**config.mk**
```make
export PLATFORM = sky130hd
export DESIGN_NAME = i2c_reg_slave
export DESIGN_NICKNAME = d
export VERILOG_FILES = /design/src/rtl/i2c_reg_slave_pkg.sv /design/src/rtl/i2c_line_sync.sv /design/src/rtl/i2c_reg_core.sv /design/src/rtl/i2c_reg_slave.sv
export SDC_FILE = /design/constraint.sdc
export NUM_CORES = 1
export LEC_CHECK = 0
export ABC_CLOCK_PERIOD_IN_PS = 5010
export BUFFER_PORTS_ARGS = -buffer_cell sky130_fd_sc_hd__buf_2
export CAP_MARGIN = 30
export CORE_MARGIN = 1
export CORE_UTILIZATION = 40
export CTS_CLUSTER_DIAMETER = 40
export DETAILED_ROUTE_END_ITERATION = 12
export PLACE_DENSITY = 0.63
export SLEW_MARGIN = 20
export SYNTH_ARGS = -nofsm -noshare
export SYNTH_HDL_FRONTEND = slang
export SYNTH_SLANG_ARGS = --single-unit
export TNS_END_PERCENT = 100
```
**constraint.sdc**
```tcl
create_clock -name clk_i -period 5.01 [get_ports clk_i]
set_clock_uncertainty 0.1 [all_clocks]
set_input_delay 1.503 -clock clk_i [delete_from_list [all_inputs] [get_ports clk_i]]
set_output_delay 1.503 -clock clk_i [all_outputs]
set_load 0.03 [all_outputs]
```
**src/rtl/i2c_reg_slave_pkg.sv**
```systemverilog
package i2c_reg_slave_pkg;
  localparam int unsigned BYTE_W = 8;
  typedef enum logic [2:0] {
    PH_IDLE,
    PH_DEV,
    PH_WADR,
    PH_WDAT,
    PH_RDAT
  } phase_e;
endpackage

```
**src/rtl/i2c_line_sync.sv**
```systemverilog
module i2c_line_sync #(
  parameter int unsigned SYNC_STAGES = 2
) (
  input  logic clk_i,
  input  logic rst_ni,
  input  logic scl_i,
  input  logic sda_i,
  output logic sda_o,
  output logic start_o,
  output logic stop_o,
  output logic scl_rise_o,
  output logic scl_fall_o
);
  localparam int unsigned LAST = SYNC_STAGES;

  // stages [0..SYNC_STAGES-1] synchronize, the extra stage holds the previous value
  logic [LAST:0] scl_p, sda_p;

  always_ff @(posedge clk_i or negedge rst_ni) begin
    if (!rst_ni) begin
      scl_p <= '1;
      sda_p <= '1;
    end else begin
      scl_p <= {scl_p[LAST-1:0], scl_i};
      sda_p <= {sda_p[LAST-1:0], sda_i};
    end
  end

  logic scl_s, scl_d, sda_s, sda_d;
  assign scl_s = scl_p[LAST-1];
  assign scl_d = scl_p[LAST];
  assign sda_s = sda_p[LAST-1];
  assign sda_d = sda_p[LAST];

  assign sda_o      = sda_s;
  assign scl_rise_o = scl_s & ~scl_d;
  assign scl_fall_o = ~scl_s & scl_d;
  assign start_o    = scl_s & scl_d & sda_d & ~sda_s;
  assign stop_o     = scl_s & scl_d & ~sda_d & sda_s;
endmodule

```
**src/rtl/i2c_reg_core.sv**
```systemverilog
module i2c_reg_core
  import i2c_reg_slave_pkg::*;
#(
  parameter logic [3:0] DEV_ID      = 4'b1101,
  parameter logic [2:0] DEV_SEL     = 3'b111,
  parameter logic [7:0] STATUS_ADDR = 8'h3F
) (
  input  logic              clk_i,
  input  logic              rst_ni,
  input  logic              sda_i,
  input  logic              start_i,
  input  logic              stop_i,
  input  logic              scl_rise_i,
  input  logic              scl_fall_i,
  input  logic [BYTE_W-1:0] rdata_i,
  input  logic              wr_enable_i,
  output logic              sda_oe_o,
  output logic [BYTE_W-1:0] addr_o,
  output logic [BYTE_W-1:0] wdata_o,
  output logic              we_o,
  output logic              standby_o
);
  localparam int unsigned CNT_W = $clog2(BYTE_W + 1);
  localparam logic [CNT_W-1:0] FULL = CNT_W'(BYTE_W);

  phase_e            phase_q;
  logic [CNT_W-1:0]  cnt_q;
  logic              in_ack_q, ack_m_q, rw_q, rd_seen_q, st_lock_q;
  logic              oe_q, we_q, standby_q;
  logic [BYTE_W-1:0] sh_q, ptr_q, wdata_q;
  logic [BYTE_W-2:0] tx_q;

  logic addr_hit, wr_ok;
  assign addr_hit = (sh_q[7:4] == DEV_ID) && (sh_q[3:1] == DEV_SEL);
  assign wr_ok    = wr_enable_i && !st_lock_q;

  always_ff @(posedge clk_i or negedge rst_ni) begin
    if (!rst_ni) begin
      phase_q   <= PH_IDLE;
      cnt_q     <= '0;
      in_ack_q  <= 1'b0;
      ack_m_q   <= 1'b0;
      rw_q      <= 1'b0;
      rd_seen_q <= 1'b0;
      st_lock_q <= 1'b0;
      oe_q      <= 1'b0;
      we_q      <= 1'b0;
      standby_q <= 1'b0;
      sh_q      <= '0;
      ptr_q     <= '0;
      wdata_q   <= '0;
      tx_q      <= '0;
    end else begin
      we_q <= 1'b0;
      if (we_q) ptr_q <= ptr_q + BYTE_W'(1);
      if (start_i) begin
        phase_q   <= PH_DEV;
        cnt_q     <= '0;
        in_ack_q  <= 1'b0;
        oe_q      <= 1'b0;
        st_lock_q <= 1'b0;
        rd_seen_q <= 1'b0;
        standby_q <= 1'b0;
      end else if (stop_i) begin
        phase_q   <= PH_IDLE;
        in_ack_q  <= 1'b0;
        oe_q      <= 1'b0;
        standby_q <= rd_seen_q;
      end else if (phase_q == PH_RDAT) begin
        if (scl_rise_i) begin
          if (in_ack_q) ack_m_q <= ~sda_i;
          else          cnt_q   <= cnt_q + CNT_W'(1);
        end
        if (scl_fall_i) begin
          if (in_ack_q) begin
            in_ack_q <= 1'b0;
            cnt_q    <= '0;
            if (ack_m_q) begin
              tx_q  <= rdata_i[BYTE_W-2:0];
              oe_q  <= ~rdata_i[BYTE_W-1];
              ptr_q <= ptr_q + BYTE_W'(1);
            end else begin
              phase_q <= PH_IDLE;
            end
          end else if (cnt_q == FULL) begin
            oe_q     <= 1'b0;   // release for master acknowledge
            in_ack_q <= 1'b1;
          end else begin
            oe_q <= ~tx_q[BYTE_W-2];
            tx_q <= {tx_q[BYTE_W-3:0], 1'b0};
          end
        end
      end else if (phase_q != PH_IDLE) begin
        if (scl_rise_i && !in_ack_q) begin
          sh_q  <= {sh_q[BYTE_W-2:0], sda_i};
          cnt_q <= cnt_q + CNT_W'(1);
        end
        if (scl_fall_i) begin
          if (in_ack_q) begin
            in_ack_q <= 1'b0;
            cnt_q    <= '0;
            oe_q     <= 1'b0;
            case (phase_q)
              PH_DEV: begin
                if (rw_q) begin
                  phase_q <= PH_RDAT;
                  tx_q    <= rdata_i[BYTE_W-2:0];
                  oe_q    <= ~rdata_i[BYTE_W-1];
                  ptr_q   <= ptr_q + BYTE_W'(1);
                end else begin
                  phase_q <= PH_WADR;
                end
              end
              PH_WADR: phase_q <= PH_WDAT;
              default: ;
            endcase
          end else if (cnt_q == FULL) begin
            in_ack_q <= 1'b1;
            case (phase_q)
              PH_DEV: begin
                if (addr_hit) begin
                  oe_q      <= 1'b1;
                  rw_q      <= sh_q[0];
                  rd_seen_q <= sh_q[0];
                end else begin
                  phase_q <= PH_IDLE;
                end
              end
              PH_WADR: begin
                oe_q  <= 1'b1;
                ptr_q <= sh_q;
              end
              PH_WDAT: begin
                if (wr_ok) begin
                  oe_q    <= 1'b1;
                  we_q    <= 1'b1;
                  wdata_q <= sh_q;
                  if (ptr_q == STATUS_ADDR) st_lock_q <= 1'b1;
                end
              end
              default: ;
            endcase
          end
        end
      end
    end
  end

  assign sda_oe_o  = oe_q;
  assign addr_o    = ptr_q;
  assign wdata_o   = wdata_q;
  assign we_o      = we_q;
  assign standby_o = standby_q;

  assert_oe_moves_on_low_R2: assert property (@(posedge clk_i) disable iff (!rst_ni)
    (oe_q != $past(oe_q)) |-> ($past(scl_fall_i) || $past(start_i) || $past(stop_i)));

  assert_idle_released_R3: assert property (@(posedge clk_i) disable iff (!rst_ni)
    (phase_q == PH_IDLE) |-> !oe_q);

  assert_we_single_R4: assert property (@(posedge clk_i) disable iff (!rst_ni)
    we_q |=> !we_q);

  assert_we_needs_enable_R5: assert property (@(posedge clk_i) disable iff (!rst_ni)
    we_q |-> $past(wr_enable_i));

  assert_status_once_R6: assert property (@(posedge clk_i) disable iff (!rst_ni)
    we_q |-> !$past(st_lock_q));
endmodule

```
**src/rtl/i2c_reg_slave.sv**
```systemverilog
module i2c_reg_slave #(
  parameter logic [3:0]  DEV_ID      = 4'b1101,
  parameter logic [2:0]  DEV_SEL     = 3'b111,
  parameter logic [7:0]  STATUS_ADDR = 8'h3F,
  parameter int unsigned SYNC_STAGES = 2
) (
  input  logic       clk_i,
  input  logic       rst_ni,
  input  logic       scl_i,
  input  logic       sda_i,
  output logic       sda_oe_o,
  output logic [7:0] reg_addr_o,
  output logic [7:0] reg_wdata_o,
  output logic       reg_we_o,
  input  logic [7:0] reg_rdata_i,
  input  logic       wr_enable_i,
  output logic       standby_o
);
  logic sda_s, start_w, stop_w, rise_w, fall_w;

  i2c_line_sync #(.SYNC_STAGES(SYNC_STAGES)) u_sync (
    .clk_i      (clk_i),
    .rst_ni     (rst_ni),
    .scl_i      (scl_i),
    .sda_i      (sda_i),
    .sda_o      (sda_s),
    .start_o    (start_w),
    .stop_o     (stop_w),
    .scl_rise_o (rise_w),
    .scl_fall_o (fall_w)
  );

  i2c_reg_core #(
    .DEV_ID      (DEV_ID),
    .DEV_SEL     (DEV_SEL),
    .STATUS_ADDR (STATUS_ADDR)
  ) u_core (
    .clk_i       (clk_i),
    .rst_ni      (rst_ni),
    .sda_i       (sda_s),
    .start_i     (start_w),
    .stop_i      (stop_w),
    .scl_rise_i  (rise_w),
    .scl_fall_i  (fall_w),
    .rdata_i     (reg_rdata_i),
    .wr_enable_i (wr_enable_i),
    .sda_oe_o    (sda_oe_o),
    .addr_o      (reg_addr_o),
    .wdata_o     (reg_wdata_o),
    .we_o        (reg_we_o),
    .standby_o   (standby_o)
  );

  assert_standby_from_stop_R9: assert property (@(posedge clk_i) disable iff (!rst_ni)
    $rose(standby_o) |-> $past(stop_w));

  assert_start_clears_standby_R9: assert property (@(posedge clk_i) disable iff (!rst_ni)
    start_w |=> !standby_o);
endmodule

```
# After elaboration in Yosys (flattened, before gate mapping)
# Cells that the tools add are included.
[op_classes]
muxes = 102
n_reduce_logical = 36
bitwise = 17
n_eq_ne = 23
addsub = 2
[op_table]
columns = ["operator", "n"]
rows = [
  ["$mux W8", 14],
  ["$mux W7", 10],
  ["$mux W1", 52],
  ["$mux W4", 11],
  ["$mux W3", 13],
  ["$reduce_and A9 Y1", 4],
  ["$reduce_bool A2 Y1", 13],
  ["$reduce_and A8 Y1", 2],
  ["$ne A4 B4 Y1 const B", 3],
  ["$ne A6 B3 Y1 const B", 2],
  ["$reduce_bool A4 Y1", 3],
  ["$ne A2 B2 Y1 const B", 5],
  ["$not A1 Y1", 10],
  ["$reduce_and A10 Y1", 1],
  ["$reduce_and A5 Y1", 2],
  ["$reduce_bool A5 Y1", 2],
  ["$add A8 B1 Y8 const B", 1],
  ["$eq A4 B4 Y1 const B", 2],
  ["$eq A8 B6 Y1 const B", 1],
  ["$ne A4 B3 Y1 const B", 2],
  ["$and A1 B1 Y1", 7],
  ["$reduce_bool A7 Y1", 1],
  ["$eq A3 B2 Y1 const B", 2],
  ["$eq A3 B3 Y1 const B", 2],
  ["other kinds (11)", 15],
]
[totals]
elab_cells = 196
register_bits = 52

# Longest topological paths before layout
# Gate-level depths: netlist of run 1.
[logic_depth]
word_depth = 11
mapped_depth = 8
ltp_nobuf = 7

# Hierarchy
# A second synthesis of run 1 with hierarchy kept.
[hier_totals]
cells_unflattened = 318
hier_area_um2 = 3184.3
[modules_own_cells]
columns = ["module", "area_each_um2", "instances", "cells_each"]
rows = [
  ["i2c_reg_core", 2994.1, 1, 308],
  ["i2c_line_sync", 190.2, 1, 10],
]

# Worst setup path before layout of run 1
# Ideal clock, no wire load.
[synth_timing]
kind = "input -> register"
from = "input wr_enable_i"
to = "register u_core.wdata_q[0] (netlist: u_core.wdata_o[0])"
slack_ns = 2.397
path_buffers = 0
cell_stages = 3
t_arrival_ns = 2.389
cell_sequence = "nand3b_1 > nor4_4 > mux2_2"
[synth_between]
elab_chain_cells = 2
[synth_lines]
columns = ["element", "line_no", "rtl"]
rows = [
  ["start: declaration", "i2c_reg_slave.sv:16", "input logic wr_enable_i,"],
  ["$logic_and A1 B1 Y1", "i2c_reg_core.sv:35", "assign wr_ok = wr_enable_i && !st_lock_q;"],
  ["$reduce_and A9 Y1 (no line)", "--", ""],
  ["end signal: assignment", "i2c_reg_core.sv:137", "wdata_q <= sh_q;"],
  ["end: declaration", "i2c_reg_core.sv:30", "logic [BYTE_W-1:0] sh_q, ptr_q, wdata_q;"],
]
# No other way between the ends.
# A chain may end at the register's enable or synchronous reset.

# Final worst setup path of run 1
[layout_timing]
from = "register u_core.we_q (netlist: u_core.we_o)"
to = "output reg_we_o"
[layout_lines]
columns = ["element", "line_no", "rtl"]
rows = [
  ["start: declaration", "i2c_reg_core.sv:29", "logic oe_q, we_q, standby_q;"],
  ["start signal: assignment", "i2c_reg_core.sv:47", "we_q <= 1'b0;"],
  ["start signal: assignment", "i2c_reg_core.sv:54", "we_q <= 1'b0;"],
  ["start signal: assignment", "i2c_reg_core.sv:136", "we_q <= 1'b1;"],
  ["end: declaration", "i2c_reg_slave.sv:14", "output logic reg_we_o,"],
]
# No word-level cell between the ends.

==> results of run 1 <==
-- area by class of cell --
cell class                 count  area share, %
clock buffer                   5           2.03
clock inverter                 3           1.37
tap                           99           3.66
timing repair buffer          32           4.81
inverter                       9          0.998
sequential                    52           38.7
multi-input combinational    233           48.5
-- report_power, final --
| part | internal [mW] | switching, mW | leakage [nW] |
|---|---|---|---|
| Combinational | 0.0751 | 0.0889 | 0.720 |
| Sequential | 0.469 | 0.0735 | 0.635 |
| Clock | 0.151 | 0.151 | 0.0548 |
-- worst max-delay path by stage --
stage                      from           endpoint  slack (ns)
detailed placement  wr_enable_i  u_core.wdata_o[2]        2.11
finish              u_core.we_o           reg_we_o        2.07
floorplan           wr_enable_i  u_core.wdata_o[0]        2.40
global placement    wr_enable_i  u_core.wdata_o[4]        2.16
global route        u_core.we_o           reg_we_o        1.99
CTS                 u_core.we_o           reg_we_o        2.04
-- metal layers --
metal / vias up / global-route usage (%)
li1: 1193 / -
met5: - / 0
met1: 1208 / 28.9
met4: 0 / 5.63
met2: 72 / 30.3
met3: 6 / 2.95
-- stage by stage --
step	total power [mW]	utilization, %	instances	setup slack [ns]
detailed placement	0.714	44.6	425	2.11
CTS	1.02	46.2	433	2.04
floorplan	0.648	-	311	2.40
finish	1.01	46.2	433	2.07
global placement	0.708	44.6	425	2.16
global route	1.06	46.2	433	1.99
-- sequential cells by signal (all words and copies together) (netlist names), 3 cells and up --
name and cells:
u_core.wdata_o 8, u_core.cnt_q 4, u_core.phase_q 3, u_core.sh_q 8
u_sync.sda_p 3, u_core.addr_o 8, u_sync.scl_p 3, u_core.tx_q 7
-- kinds of logic (layout without fill, tap and decap cells) --
| family | Yosys count | count (layout) |
|---|---|---|
| and+or+nand+nor | 100 | 100 |
| xor gates and xnor gates | 17 | 17 |
| DFF | 52 | 52 |
| AOI/OAI and AO/OA | 86 | 86 |
| muxes | 27 | 27 |
| buffers and inverters | 26 | 49 |
| adders and majority gates | 3 | 3 |
-- cell usage after synthesis, types with 2 or more instances --
| master | instances |
|---|---|
| sky130_fd_sc_hd__buf_2 | 9 |
| sky130_fd_sc_hd__o22ai_1 | 4 |
| sky130_fd_sc_hd__a22o_1 | 2 |
| sky130_fd_sc_hd__o22a_1 | 2 |
| sky130_fd_sc_hd__or3b_1 | 3 |
| sky130_fd_sc_hd__nand3_1 | 10 |
| sky130_fd_sc_hd__a211oi_1 | 7 |
| sky130_fd_sc_hd__xnor2_1 | 9 |
| sky130_fd_sc_hd__inv_1 | 8 |
| sky130_fd_sc_hd__clkbuf_1 | 6 |
| sky130_fd_sc_hd__and3_1 | 3 |
| sky130_fd_sc_hd__nor3_1 | 5 |
| sky130_fd_sc_hd__nand3b_1 | 4 |
| sky130_fd_sc_hd__o31a_1 | 2 |
| sky130_fd_sc_hd__o21ai_0 | 22 |
| sky130_fd_sc_hd__a21boi_0 | 2 |
| sky130_fd_sc_hd__nor4_1 | 2 |
| sky130_fd_sc_hd__nand2b_1 | 4 |
| sky130_fd_sc_hd__o221ai_1 | 3 |
| sky130_fd_sc_hd__a22oi_1 | 2 |
| sky130_fd_sc_hd__a21oi_1 | 15 |
| sky130_fd_sc_hd__mux2i_1 | 11 |
| sky130_fd_sc_hd__mux2_2 | 16 |
| sky130_fd_sc_hd__o211ai_1 | 4 |
| sky130_fd_sc_hd__ha_1 | 3 |
| sky130_fd_sc_hd__dfstp_2 | 6 |
| sky130_fd_sc_hd__nor3b_1 | 4 |
| sky130_fd_sc_hd__xor2_1 | 8 |
| sky130_fd_sc_hd__dfrtp_1 | 46 |
| sky130_fd_sc_hd__nand2_1 | 26 |
| sky130_fd_sc_hd__o31ai_1 | 3 |
| sky130_fd_sc_hd__nor2_1 | 18 |
| sky130_fd_sc_hd__a41oi_1 | 2 |
| sky130_fd_sc_hd__or3_1 | 6 |
==> reports/qor.txt, run 1 <==
CLOCK TREE
------------------------------------------------------------------------------------------------------
Number of buffers inserted during clock tree synthesis ..................................            5
Clock transition at the register clock pins on the worst setup and hold paths after CTS .      0.09 ns
Master cell of the clock root buffer .................................................... sky130_fd_sc_hd__clkbuf_8
Cts hold-fix bufs .......................................................................            0
Clk Latency, worst-skew pair ............................................................      0.32 ns
Post-CTS setup buffers ..................................................................            0
Number of clock sinks ...................................................................           52
Post-CTS sizing .........................................................................            0
Number of levels the H-tree was split into ..............................................            2
Clock tree from TritonCTS ...............................................................         done
CTS Buffer Depth ........................................................................            2

DIE
------------------------------------------------------------------------------------------------------
Core ar. ................................................................................    7330 um^2
Die outline width .......................................................................      89.5 um
Die area ................................................................................    8020 um^2
IO Pins .................................................................................           32
Die boundary height .....................................................................      89.5 um
Starting density of the core ............................................................        41.8%
FP Rows .................................................................................           31

SETUP PATH
------------------------------------------------------------------------------------------------------
Reg-to-reg slack, setup .................................................................      2.37 ns
Startpoint type of the worst setup path .................................................    flip-flop
Cell-by-cell listing of the critical path ...............................................        buf_2
Reg2Reg Launch Point .................................................................... u_core.phase_q[2]
Worst Path Arrival ......................................................................      1.34 ns
Critical Path Max Stage Delay ...........................................................      0.72 ns
Sort of element at the end of the critical path .........................................   output pin
Buffers & Inverters on Critical Path ....................................................            1
Worst r2r dst ........................................................................... u_core.tx_q[3]
Crit Path Max Fanout ....................................................................           18
Slowest stage cell on the critical path ................................................. sky130_fd_sc_hd__dfrtp_1
Reg2reg path depth ......................................................................            5
Critical path start-end classification .................................................. flip-flop to output pin
Crit path depth .........................................................................            1
Dominant delay contributor by cell family on the critical path ..........................   flip-flops
Data required time of the worst path ....................................................      3.41 ns

PLACEMENT
------------------------------------------------------------------------------------------------------
Post-DP HPWL ............................................................................      5.11 mm
Post-Place Cell Area ....................................................................    3270 um^2
Weighted congestion reported at the end of routability-driven placement .................        0.888
Port buffer count .......................................................................           31

TIMING
------------------------------------------------------------------------------------------------------
Final TNS setup .........................................................................         0 ns
RSZ-0062 raised after global routing ....................................................           no
Minimum clock period ....................................................................      2.94 ns
Number of pins with negative max-slew slack in the final report .........................            0
Setup-failing EPs final .................................................................            0
Slew of the pin with the lowest slew margin .............................................     0.833 ns
Hold Violations, Final ..................................................................            0
Slew margin rel. ........................................................................        44.2%
Top achievable clock speed ..............................................................    0.340 GHz
Fraction of the cycle the final worst path needs ........................................        58.8%
Hold Worst Slack ........................................................................     0.261 ns

LAYOUT
------------------------------------------------------------------------------------------------------
Cell area after layout ..................................................................    3380 um^2
Antenna Diode Count .....................................................................            0
Nets ....................................................................................          349
Fraction of final layout cells sized beyond drive strength 1 ............................        21.3%
Area occupied by multi-input gates ......................................................    1640 um^2
Area of all sequential standard cells ...................................................    1310 um^2
Leading cell type in the layout, fill and taps excluded ................................. sky130_fd_sc_hd__dfrtp_1
Most frequent cells in the layout ....................................................... sky130_fd_sc_hd__dfrtp_1, sky130_fd_sc_hd__buf_2, sky130_fd_sc_hd__nand2_1
Fillcell total ..........................................................................          676
Signed area change from the synthesized netlist to the final layout .....................        10.4%

ROUTE
------------------------------------------------------------------------------------------------------
Met3 wire len ...........................................................................       396 um
Overall via count from detail_route .....................................................         2479
Total detailed-routing wirelength .......................................................      7.10 mm
Top Layer Used ..........................................................................         met4
Antenna viol nets, final ................................................................            0
Final routed wire length divided by cell count ..........................................      16.4 um
DR vias/cell ............................................................................         5.73
Length of the first detailed-routing pass in iterations .................................            4
Violation count after the first detailed-routing iteration ..............................          221
Met2 layer wire length in the routed design .............................................      3.19 mm
DRC .....................................................................................            0
Wire length on met1 .....................................................................      3.45 mm

SYNTHESIS
------------------------------------------------------------------------------------------------------
Share of the synthesized area in the top cell type ......................................        37.6%
Mean instance size in the synthesized netlist ...........................................    9.86 um^2
Share of synthesized registers carrying an async set or reset ...........................         100%
Number of register bits inferred by synthesis ...........................................           52
Post-synthesis sequential area ratio ....................................................        42.7%
Cell accounting for the most synthesized area ........................................... sky130_fd_sc_hd__dfrtp_1
Combinational family with the most area after synthesis ................................. compound AO/OA/AOI/OAI gates
Syn nets ................................................................................          327
Synthesized cell area ...................................................................    3070 um^2
Most used flip-flop cell after synthesis ................................................ sky130_fd_sc_hd__dfrtp_1
Synth area leaders ...................................................................... sky130_fd_sc_hd__dfrtp_1, sky130_fd_sc_hd__mux2_2, sky130_fd_sc_hd__dfstp_2
Multiplexer area fraction after synthesis ...............................................        9.47%
Number of flops mapped to enable cells by yosys .........................................            0
Post-synthesis cell count ...............................................................          311
Area fraction in compound gates after synthesis .........................................        19.1%
Fraction of the mapped netlist area in adder cells ......................................        1.22%
Ys Warns ................................................................................            0
Synthesized-area fraction occupied by xor and xnor cells ................................        4.86%
Distinct cells, synth ...................................................................           68
Simple-gate portion of the synthesized area .............................................        18.9%

PWR
------------------------------------------------------------------------------------------------------
Maximum resistive drop on vdd ...........................................................     0.199 mV
Power density normalized to cell area ...................................................  298 nW/um^2
Total leakage power .....................................................................      1.41 nW

HOLD PATH
------------------------------------------------------------------------------------------------------
Hold path start ......................................................................... u_sync.scl_p[0]
Hold Path Class ......................................................................... flip-flop to flip-flop
Hold path endpoint ...................................................................... u_sync.scl_p[1]
Worst Hold Path Cells ...................................................................            0

STATUS
------------------------------------------------------------------------------------------------------
Status .................................................................................. finished, final reports clean

GRT
------------------------------------------------------------------------------------------------------
Global-route wire length before repair ..................................................      12.0 mm
Pin count of the biggest net entering global routing ....................................           29
Vias in the first global route ..........................................................         2345
Number of antenna violations at the first check in global routing .......................            0
Global route total overflow .............................................................            0
GRT Total Usage .........................................................................        19.8%

JOB
------------------------------------------------------------------------------------------------------
Maximum Capacitance Violations ..........................................................            0

No activity file was read; power rests on OpenSTA's default activity.
==> inputs of run 2 (changes only) <==
--- a/config.mk
+++ b/config.mk
@@ -5,7 +5,8 @@
 export SDC_FILE = /design/constraint.sdc
 export NUM_CORES = 1
 export LEC_CHECK = 0
-export ABC_CLOCK_PERIOD_IN_PS = 5010
+export ABC_AREA = 1
+export ABC_CLOCK_PERIOD_IN_PS = 2900
 export BUFFER_PORTS_ARGS = -buffer_cell sky130_fd_sc_hd__buf_2
 export CAP_MARGIN = 30
 export CORE_MARGIN = 1
==> constraint.sdc (replaced) <==
create_clock -name clk_i -period 2.9 [get_ports clk_i]
set_clock_uncertainty 0.1 [all_clocks]
set_input_delay 0.87 -clock clk_i [delete_from_list [all_inputs] [get_ports clk_i]]
set_output_delay 0.87 -clock clk_i [all_outputs]
set_load 0.03 [all_outputs]
==> reports/qor.txt, run 2 <==
DIE
------------------------------------------------------------------------------------------------------
Die outline width .......................................................................      89.9 um   +0.44%
Die area ................................................................................    8090 um^2   +0.88%
Die boundary height .....................................................................      89.9 um   +0.44%
Starting density of the core ............................................................        42.0%   +0.15 points
FP Rows .................................................................................           31   unchanged
IO Pins .................................................................................           32   unchanged
Core ar. ................................................................................    7370 um^2   +0.53%

CLOCK TREE
------------------------------------------------------------------------------------------------------
CTS Buffer Depth ........................................................................            2   unchanged
Number of buffers inserted during clock tree synthesis ..................................            5   unchanged
Master cell of the clock root buffer .................................................... sky130_fd_sc_hd__clkbuf_8
Number of clock sinks ...................................................................           52   unchanged
Cts hold-fix bufs .......................................................................            0   unchanged
Clock tree from TritonCTS ...............................................................         done
Clk Latency, worst-skew pair ............................................................      0.32 ns   about the same
Post-CTS sizing .........................................................................            0   unchanged
Number of levels the H-tree was split into ..............................................            2   unchanged
Clock transition at the register clock pins on the worst setup and hold paths after CTS .      0.10 ns   about the same
Post-CTS setup buffers ..................................................................            0   unchanged

GRT
------------------------------------------------------------------------------------------------------
Global-route wire length before repair ..................................................      12.4 mm   +3.8%
Number of antenna violations at the first check in global routing .......................            0   unchanged
Global route total overflow .............................................................            0   unchanged
Pin count of the biggest net entering global routing ....................................           21   -28%
GRT Total Usage .........................................................................        18.7%   -1.0 points
Vias in the first global route ..........................................................         2588   +10%

SYNTHESIS
------------------------------------------------------------------------------------------------------
Most used flip-flop cell after synthesis ................................................ sky130_fd_sc_hd__dfrtp_1
Share of synthesized registers carrying an async set or reset ...........................         100%   unchanged
Distinct cells, synth ...................................................................           41   -40%
Ys Warns ................................................................................            0   unchanged
Synth area leaders ...................................................................... sky130_fd_sc_hd__dfrtp_1, sky130_fd_sc_hd__nand2_1, sky130_fd_sc_hd__o21ai_0
Post-synthesis sequential area ratio ....................................................        42.3%   -0.38 points
Mean instance size in the synthesized netlist ...........................................    7.45 um^2   -24%
Cell accounting for the most synthesized area ........................................... sky130_fd_sc_hd__dfrtp_1
Number of flops mapped to enable cells by yosys .........................................            0   unchanged
Syn nets ................................................................................          431   +32%
Number of register bits inferred by synthesis ...........................................           52   unchanged
Share of the synthesized area in the top cell type ......................................        37.2%   -0.33 points
Synthesized cell area ...................................................................    3090 um^2   +0.90%
Leading cell types by count after synthesis ............................................. sky130_fd_sc_hd__nand2_1, sky130_fd_sc_hd__inv_1, sky130_fd_sc_hd__dfrtp_1
Top-count cell post-synth ............................................................... sky130_fd_sc_hd__nand2_1
Post-synthesis cell count ...............................................................          415   +33%

SETUP PATH
------------------------------------------------------------------------------------------------------
Buffers & Inverters on Critical Path ....................................................            1   unchanged
Reg2reg path depth ......................................................................            7   +2
Reg2Reg Launch Point .................................................................... u_core.cnt_q[0]
Cell-by-cell listing of the critical path ...............................................        buf_2
Worst Path Arrival ......................................................................      1.17 ns   -0.17 ns
Crit Path Max Fanout ....................................................................            8   -10
Slowest stage cell on the critical path ................................................. sky130_fd_sc_hd__dfrtp_1
Critical path start-end classification .................................................. flip-flop to output pin
Dominant delay contributor by cell family on the critical path ..........................   flip-flops
Critical Path Max Stage Delay ...........................................................      0.58 ns   -0.14 ns
Sort of element at the end of the critical path .........................................   output pin
Startpoint type of the worst setup path .................................................    flip-flop
Worst r2r dst ........................................................................... u_core.tx_q[2]
Data required time of the worst path ....................................................      1.93 ns   -1.48 ns
Reg-to-reg slack, setup .................................................................      0.86 ns   -1.51 ns

HOLD PATH
------------------------------------------------------------------------------------------------------
Worst Hold Path Cells ...................................................................            0   unchanged
Hold path start ......................................................................... u_sync.sda_p[0]
Hold path endpoint ...................................................................... u_sync.sda_p[1]
Hold Path Class ......................................................................... flip-flop to flip-flop

PWR
------------------------------------------------------------------------------------------------------
Total leakage power .....................................................................      1.63 nW   +16%
Power Total .............................................................................      1.79 mW   +78%
Maximum resistive drop on vdd ...........................................................     0.220 mV   +10%
Power density normalized to cell area ...................................................  518 nW/um^2   +74%

LAYOUT
------------------------------------------------------------------------------------------------------
Most frequent cells in the layout ....................................................... sky130_fd_sc_hd__nand2_1, sky130_fd_sc_hd__inv_1, sky130_fd_sc_hd__dfrtp_1
Signed area change from the synthesized netlist to the final layout .....................        11.9%
Leading cell type in the layout, fill and taps excluded ................................. sky130_fd_sc_hd__nand2_1
Fraction of final layout cells sized beyond drive strength 1 ............................        17.9%   -3.4 points
Antenna Diode Count .....................................................................            0   unchanged
Nets ....................................................................................          462   +32%
Cell area after layout ..................................................................    3460 um^2   +2.2%

TIMING
------------------------------------------------------------------------------------------------------
Slew margin rel. ........................................................................        60.0%   +16 points
RSZ-0062 raised after global routing ....................................................           no
Hold Worst Slack ........................................................................     0.260 ns   -0.000735 ns
Top achievable clock speed ..............................................................    0.468 GHz
Hold Violations, Final ..................................................................            0   unchanged
Setup-failing EPs final .................................................................            0   unchanged
Slew of the pin with the lowest slew margin .............................................     0.598 ns   -0.235 ns
Minimum clock period ....................................................................      2.14 ns
Fraction of the cycle the final worst path needs ........................................        73.8%
Number of pins with negative max-slew slack in the final report .........................            0   unchanged
Final TNS setup .........................................................................         0 ns   unchanged

ROUTE
------------------------------------------------------------------------------------------------------
DR vias/cell ............................................................................         5.08   -11%
DRC .....................................................................................            0   unchanged
Overall via count from detail_route .....................................................         2771   +12%
Total detailed-routing wirelength .......................................................      7.32 mm   +3.0%
Length of the first detailed-routing pass in iterations .................................            4   unchanged
Violation count after the first detailed-routing iteration ..............................          170   -23%
Antenna viol nets, final ................................................................            0   unchanged
Final routed wire length divided by cell count ..........................................      13.4 um   -18%

PLACEMENT
------------------------------------------------------------------------------------------------------
Post-Place Cell Area ....................................................................    3340 um^2   +2.1%
Weighted congestion reported at the end of routability-driven placement .................        0.872   -1.8%
Post-DP HPWL ............................................................................      5.42 mm   +6.0%
Port buffer count .......................................................................           31   unchanged

JOB
------------------------------------------------------------------------------------------------------
Maximum Capacitance Violations ..........................................................            0   unchanged

STATUS
------------------------------------------------------------------------------------------------------
Status .................................................................................. finished, final reports clean

[run 2: stage by stage]
stage / std cells / worst slack, ns / util [%]
finish: 546 / 0.761 / 46.9
global placement: 538 / 0.857 / 45.3
detailed placement: 538 / 0.820 / 45.3
global route: 546 / 0.669 / 46.9
CTS: 546 / 0.777 / 46.9
floorplan: 415 / 1.07 / -
[run 2: layout make-up]
cell class                 instances  area [um^2]
fill                             752         3910
clock inverter                     2         38.8
sequential                        52         1310
timing repair buffer              34          178
clock buffer                       6         82.6
inverter                          57          214
multi-input combinational        296         1510
tap                               99          124
[run 2: power by group]
group          internal (mW)  switching, mW
Sequential             0.786         0.0627
Clock                  0.283          0.257
Combinational          0.134          0.270
[run 2: cell families after synthesis]
logic type	share of synthesized area [%]
simple gates	30.3
compound gates	15.9
buf+inv	8.74
flops	42.3
xor+xnor	1.13
fa+ha+maj	1.21
mux	0.324
[run 2: how the worst max path moves through the flow]
stage | from | endpoint | slack [ns] | cells after the start
2_1_floorplan | wr_enable_i | u_core.wdata_o[5] | 1.07 | 6
3_3_place_gp | wr_enable_i | u_core.wdata_o[7] | 0.86 | 6
3_5_place_dp | wr_enable_i | u_core.wdata_o[3] | 0.82 | 6
4_1_cts | u_core.we_o | reg_we_o | 0.78 | 1
5_1_grt | u_sync.scl_p[2] | u_core.tx_q[2] | 0.67 | 6
6_report | u_core.we_o | reg_we_o | 0.76 | 1
[run 2: per-layer routing]
metal  vias to the layer above  wire [um]  track usage, %
met1                      1282       3650            26.8
met5                         -          0               0
met4                         0         99            4.84
met2                        65       3270            29.4
met3                        10        292            3.38
li1                       1414          -               -
